**src/rtl/leb_pkg.sv**
```systemverilog
package leb_pkg;
  // register layout
  localparam int REG_W   = 32;
  localparam int EN_LSB  = 24;
  localparam int N_SRC   = 8;
  localparam int PER_LSB = 4;
  localparam int PER_W   = 16;
  localparam int N_PWM   = 2;
  localparam int N_EVT   = 4;

  // start source index inside the enable byte
  typedef enum logic [2:0] {
    SRC_LO_FALL = 3'd0,
    SRC_LO_RISE = 3'd1,
    SRC_HI_FALL = 3'd2,
    SRC_HI_RISE = 3'd3,
    SRC_EVT_A   = 3'd4,
    SRC_EVT_B   = 3'd5,
    SRC_EVT_C   = 3'd6,
    SRC_EVT_D   = 3'd7
  } src_idx_e;

  typedef struct packed {
    logic [N_SRC-1:0] src_en;
    logic [PER_W-1:0] period;
  } leb_cfg_t;
endpackage

```
**src/rtl/leb_cfg_reg.sv**
```systemverilog
module leb_cfg_reg
  import leb_pkg::*;
(
  input  logic             clk,
  input  logic             rst,
  input  logic             we,
  input  logic [REG_W-1:0] wdata,
  output leb_cfg_t         cfg,
  output logic [REG_W-1:0] rdata
);
  localparam int EN_MSB  = EN_LSB + N_SRC - 1;
  localparam int PER_MSB = PER_LSB + PER_W - 1;
  localparam int GAP_W   = EN_LSB - PER_MSB - 1;

  leb_cfg_t cfg_q;
  logic     unused_wbits;

  assign unused_wbits = ^{wdata[EN_LSB-1:PER_MSB+1], wdata[PER_LSB-1:0]};

  always_ff @(posedge clk) begin
    if (rst) begin
      cfg_q <= '0;
    end else if (we) begin
      cfg_q.src_en <= wdata[EN_MSB:EN_LSB];
      cfg_q.period <= wdata[PER_MSB:PER_LSB];
    end
  end

  assign cfg   = cfg_q;
  assign rdata = {cfg_q.src_en, {GAP_W{1'b0}}, cfg_q.period, {PER_LSB{1'b0}}};
endmodule

```
**src/rtl/leb_trig_detect.sv**
```systemverilog
module leb_trig_detect
  import leb_pkg::*;
(
  input  logic             clk,
  input  logic             rst,
  input  logic [N_PWM-1:0] pwm,     // [0]=low side, [1]=high side
  input  logic [N_EVT-1:0] evt,
  input  logic [N_SRC-1:0] src_en,
  output logic             trig
);
  logic [N_PWM-1:0] pwm_q;
  logic [N_SRC-1:0] raw;

  always_ff @(posedge clk) begin
    if (rst) pwm_q <= '0;
    else     pwm_q <= pwm;
  end

  // per-channel fall/rise detection
  for (genvar ch = 0; ch < N_PWM; ch++) begin : g_edge
    assign raw[2*ch]   = ~pwm[ch] &  pwm_q[ch];
    assign raw[2*ch+1] =  pwm[ch] & ~pwm_q[ch];
  end

  for (genvar e = 0; e < N_EVT; e++) begin : g_evt
    assign raw[2*N_PWM+e] = evt[e];
  end

  assign trig = |(raw & src_en);
endmodule

```
**src/rtl/leb_window.sv**
```systemverilog
module leb_window #(
  parameter int PER_W   = 16,
  parameter int MIN_WIN = 5
) (
  input  logic             clk,
  input  logic             rst,
  input  logic             trig,
  input  logic [PER_W-1:0] period,
  output logic             active
);
  localparam logic [PER_W-1:0] MIN_LOAD = PER_W'(MIN_WIN - 1);

  logic [PER_W-1:0] cnt_q;
  logic [PER_W-1:0] load_val;
  logic             active_q;

  // remaining cycles after this one; clamp short periods
  assign load_val = (period < MIN_LOAD) ? MIN_LOAD : period;

  always_ff @(posedge clk) begin
    if (rst) begin
      cnt_q    <= '0;
      active_q <= 1'b0;
    end else if (trig) begin
      cnt_q    <= load_val;
      active_q <= 1'b1;
    end else if (active_q) begin
      if (cnt_q == '0) active_q <= 1'b0;
      else             cnt_q    <= cnt_q - 1'b1;
    end
  end

  assign active = active_q;
endmodule

```
**src/rtl/leb_timer.sv**
```systemverilog
module leb_timer
  import leb_pkg::*;
#(
  parameter int MIN_WIN = 5
) (
  input  logic        clk,
  input  logic        rst,
  input  logic        cfg_we,
  input  logic [31:0] cfg_wdata,
  output logic [31:0] cfg_rdata,
  input  logic        pwm_hi,
  input  logic        pwm_lo,
  input  logic [3:0]  cmp_evt,
  input  logic        sense_in,
  output logic        blank_active,
  output logic        sense_masked
);
  leb_cfg_t cfg;
  logic     trig_hit;
  logic     win_active;

  leb_cfg_reg u_cfg (
    .clk   (clk),
    .rst   (rst),
    .we    (cfg_we),
    .wdata (cfg_wdata),
    .cfg   (cfg),
    .rdata (cfg_rdata)
  );

  leb_trig_detect u_det (
    .clk    (clk),
    .rst    (rst),
    .pwm    ({pwm_hi, pwm_lo}),
    .evt    (cmp_evt),
    .src_en (cfg.src_en),
    .trig   (trig_hit)
  );

  leb_window #(.PER_W(PER_W), .MIN_WIN(MIN_WIN)) u_win (
    .clk    (clk),
    .rst    (rst),
    .trig   (trig_hit),
    .period (cfg.period),
    .active (win_active)
  );

  assign blank_active = win_active;
  assign sense_masked = sense_in & ~win_active;
endmodule

```
**config.mk**
```make
export PLATFORM = sky130hd
export DESIGN_NAME = leb_timer
export DESIGN_NICKNAME = d
export VERILOG_FILES = /design/src/rtl/leb_pkg.sv /design/src/rtl/leb_cfg_reg.sv /design/src/rtl/leb_trig_detect.sv /design/src/rtl/leb_window.sv /design/src/rtl/leb_timer.sv
export SDC_FILE = /design/constraint.sdc
export NUM_CORES = 1
export LEC_CHECK = 0
export BUFFER_PORTS_ARGS = -buffer_cell sky130_fd_sc_hd__buf_2
export CAP_MARGIN = 5
export CORE_AREA = 2 2 74 76
export CTS_BUF_LIST = sky130_fd_sc_hd__clkbuf_2 sky130_fd_sc_hd__clkbuf_4 sky130_fd_sc_hd__clkbuf_8
export DETAILED_ROUTE_END_ITERATION = 10
export DIE_AREA = 0 0 76 78
export PLACE_DENSITY = 0.85
export SKIP_CTS_REPAIR_TIMING = 1
export SLEW_MARGIN = 20
export SYNTH_ARGS = -nofsm -noshare
export SYNTH_HDL_FRONTEND = slang
export SYNTH_HIERARCHICAL = 1
export SYNTH_SLANG_ARGS = --single-unit
```
**constraint.sdc**
```tcl
create_clock -name clk -period 1.8 [get_ports clk]
set_clock_uncertainty 0.05 [all_clocks]
set_input_delay 0 -clock clk [delete_from_list [all_inputs] [get_ports clk]]
set_output_delay 0 -clock clk [all_outputs]
set_load 0.01 [all_outputs]
```
---- Word-level counts from Yosys, hierarchy flattened ----
Index checks and enable logic that the tools add are counted.
cells by class
  $add $sub $neg .......................... 1
  $lt $le $gt $ge ......................... 1
  equality and inequality tests ........... 1
  multiplexer cells ....................... 7
  bitwise logic cells ..................... 11
  reductions and logical operators ........ 4
operators by type and width
  kind                     number
  $mux W16                 4
  $logic_not A16 Y1        1
  $lt A16 B3 Y1 const B    1
  $sub A16 B1 Y16 const B  1
  $and A8 B8 Y8            1
  $reduce_or A8 Y1         1
  $and A1 B1 Y1            5
  $not A1 Y1               5
  $mux W1                  3
  $ne A2 B2 Y1 const B     1
  $reduce_and A2 Y1        1
  $reduce_bool A2 Y1       1
word-level totals
  register bits after elaboration ......... 43
  input bits .............................. 42
  output and inout bits ................... 34
  word-level logic and storage cells ...... 30

---- Logic depth before layout (Yosys ltp) ----
  word-level depth ........................ 6
  depth in mapped cells ................... 8
  gate-level depth less buffers ........... 7

---- Hierarchy ----
Netlist, hierarchy kept.
by module, submodules not included
  module           times used  cells each  area each (µm²)
  leb_cfg_reg      1           110         1113.6
  leb_window       1           129         1094.8
  leb_trig_detect  1           14          115.1
  leb_timer        1           1           13.8

---- Least setup slack after synthesis ----
No wires, ideal clock.
  kind .................................... flip-flop to flip-flop
  start ................................... register u_win.cnt_q[2]
  end ..................................... register u_win.cnt_q[14]
  arrival time ............................ 1.695 ns
  required time ........................... 1.664 ns
  setup slack ............................. -0.031 ns
  stages on the path, launching flop included .. 6
  path buffers ............................ 1
  cells stage by stage .................... dfxtp_1 > or4_4 > buf_6 > a211o_1 > o31a_1 > a221oi_2
between the ends
  word-level cells in the longest chain between the ends .. 4
  elaborated cells on any way between the ends .. 7
  classes of those cells .................. 1 x add/sub; 1 x eq/ne; 3 x mux; 2 x reduce/logical
ends and longest elaborated chain
  item                    RTL line          source
  from (decl)             leb_window.sv:13  logic [PER_W-1:0] cnt_q;
  from (signal assigned)  leb_window.sv:25  cnt_q <= load_val;
  from (signal assigned)  leb_window.sv:29  else cnt_q <= cnt_q - 1'b1;
  $sub A16 B1 Y16         leb_window.sv:29
  $mux W16                leb_window.sv:28  if (cnt_q == '0) active_q <= 1'b0;
  $mux W16                leb_window.sv:27  end else if (active_q) begin
  $mux W16                leb_window.sv:24  end else if (trig) begin
Parallel ways exist; a longest one is shown, timed or not. The select of a mux whose other input is x is not followed.
A chain may end at the register's enable or synchronous reset.

---- Final worst setup path ----
  start ................................... register u_win.cnt_q[5]
  end ..................................... register u_win.cnt_q[14]
The elaborated chain is that of the path after synthesis.

==> flow_summary.yaml <==
status:
  outcome: "complete, but fails checks"
  violations: "setup timing"
floorplan:
  die_area_mm2: 0.00593
  io_pins: 76
  start_util_pct: 46.4
  fp.coreArea_mm2: 0.00504
  die_h_um: 78
  std_cell_rows: 26
  fp.dieW_um: 76
drt:
  drtAntennaViolNets: 0
  drc: 0
  drt_wl_total_mm: 8.00
  drtIter0Drc: 265
  via_count: 2483
  via_per_inst: 6.04
  firstDrtPassIters: 7
  wl_per_cell_um: 19.5
placed_design:
  hpwl_mm: 3.89
  port_buffers: 59
  place.gp.congestion: 0.920
  dpl-instance-area_mm2: 0.00261
  place_inst: 373
  place_ws_ns: -0.0127
finish:
  diodes: 0
  drive_gt1_share_pct: 37.2
  postLayoutCellArea_mm2: 0.00311
  final_util_pct: 61.6
  nets: 384
  fin_cells: 411
  syn2layout_area_growth_pct: 33.0
setup_path:
  crit_family: "compound AO/OA/AOI/OAI gates"
  crit_path_start_kind: "register"
  critPathRequiredTime_ns: 1.96
  arrival_ns: 2.06
  path_class: "reg2reg"
  slowest_delay_ns: 0.59
  r2r_start: "u_win/cnt_q[5]"
  crit_buf_inv: 0
  worstPathMaxFanout: 7
  critPathCaptureType: "register"
  startpoint: "u_win/cnt_q[5]"
  crit_chain: "or4_4 -> a211o_1 -> o31a_1 -> a221oi_2"
  crit_slowest_cell: "or4_4"
clock_network:
  root_buffer: "clkbuf_8"
  clk_pin_slew_worst_paths_ns: 0.08
  cts_max_level: 2
  cts_buffers: 5
  insertion_delay_ns: 0.30
  cts_tree: "done"
  clock_path_buffers: 2
  cts_num_sinks: 43
logic_synthesis:
  yosysWarnings: 6
  synth_cell_types: 54
  syn_avg_cell_area_um2: 9.20
  synth_largest_area_cell: "dfxtp_1"
  synthCells: 254
  ys.flop_type: "dfxtp_1"
  synth.top_cell.area_share_pct: 36.8
  ys_async_sr_fraction_pct: 0
  synth_area_mm2: 0.00234
  ys_seq_area_share_pct: 36.8
  synth-seq-cells: 43
  synth-edff-count: 0
  synth_area_leaders: "dfxtp_1 (37%), mux2i_1 (10%), buf_4 (10%)"
run:
  maxCapViolCount: 0
global_routing:
  grtUsageTotal_pct: 17.8
  gr-total-overflow: 0
  grt_pass1_vias: 1937
  grt_pass1_wl_mm: 8.67
  grt_max_degree: 25
  antenna_found_initial: 0
sta:
  slew_headroom_pct: 52.1
  max_freq_mhz: 528
  setup_ws_ns: -0.0943
  rsz0062_at_grt: "yes"
  tightest_slew_ns: 0.718
  timing.hold.ws_ns: 0.0525
  tns_ns: -0.291
  slew_violations: 0
  post-route-period-util_pct: 105
  hold_viol_final: 0
  period_needed_ns: 1.89
  setup_viol_count_final: 6
worst_hold_path:
  hp-class: "in2reg"
  hold_start: "rst"
power:
  finalPower_mw: 3.00
  power_leakage_nw: 1.38
  p_per_area_mw_per_mm2: 966
  vdd_drop_max_mv: 0.722
==> cell type report <==
class	count	area, µm²
clock buffer	5	68.8
clock inverter	2	37.5
fill	336	1930
inverter	11	41.3
multi-input combinational	164	1210
sequential	43	866
tap	70	87.6
timing repair buffer	116	792
==> cells in the mapped netlist, types with 3 or more instances <==
cell type	count
xnor2_1	3
nor2b_1	4
a41oi_1	3
nand2_1	8
nand3b_1	3
a221oi_1	3
o21ai_0	7
nand4_1	3
a211oi_1	4
clkbuf_1	6
buf_4	32
nor2_1	38
mux2i_1	24
inv_1	10
o41ai_1	3
nor4_1	5
a311oi_1	5
dfxtp_1	43
a21oi_1	4
==> cells by family after synthesis <==
group | count (synthesis) | synth area share, %
fa+ha+maj | 1 | 0.535
simple gates | 80 | 18.7
buf+inv | 54 | 15.8
flops | 43 | 36.8
mux | 24 | 10.3
compound gates | 48 | 16.5
other cells | 1 | 0.160
xor+xnor | 3 | 1.12
==> metal layers <==
metal / global-route usage, % / vias up / share of wire [%]
li1: - / 1052 / -
met1: 21.9 / 1145 / 38
met2: 32.1 / 227 / 48
met3: 2.79 / 59 / 10
met4: 5.27 / 0 / 4.4
met5: 0 / - / 0
==> where the power goes <==
| part | total [mW] | switching [mW] | internal (mW) |
|---|---|---|---|
| Combinational | 1.10 | 0.572 | 0.527 |
| Clock | 0.748 | 0.342 | 0.406 |
| Sequential | 1.15 | 0.111 | 1.04 |
==> state kept, by name, summed over array words and instances (netlist names) <==
register,cells
u_win/active,1
u_win/cnt_q,16
u_cfg/cfg,24
u_det/pwm_q,2
==> final timing paths <==
kind              depth (start not counted)         endpoint  slack (ns)
setup / recovery                          4  u_win/cnt_q[14]       -0.09
hold / removal                            2     u_cfg/cfg[0]        0.05
setup reg to reg                          4  u_win/cnt_q[14]       -0.09
hold reg to reg                           2  u_win/cnt_q[10]        0.47
==> placed cells by master (no fill, tap or decap), types with 3 or more instances in the layout <==
cell type,n
buf_4,30
clkbuf_8,5
nor2b_1,4
conb_1,8
nor2_1,38
nor4_2,3
nor4_1,3
a21oi_1,4
mux2i_1,24
o21ai_0,7
dfxtp_2,4
nand2_1,7
buf_2,59
a311oi_1,5
dfxtp_1,39
xnor2_1,3
inv_1,10
nand4_1,3
dlygate4sd3_1,26
nand3b_1,3
Note: power is estimated with default switching activity, not from simulation.
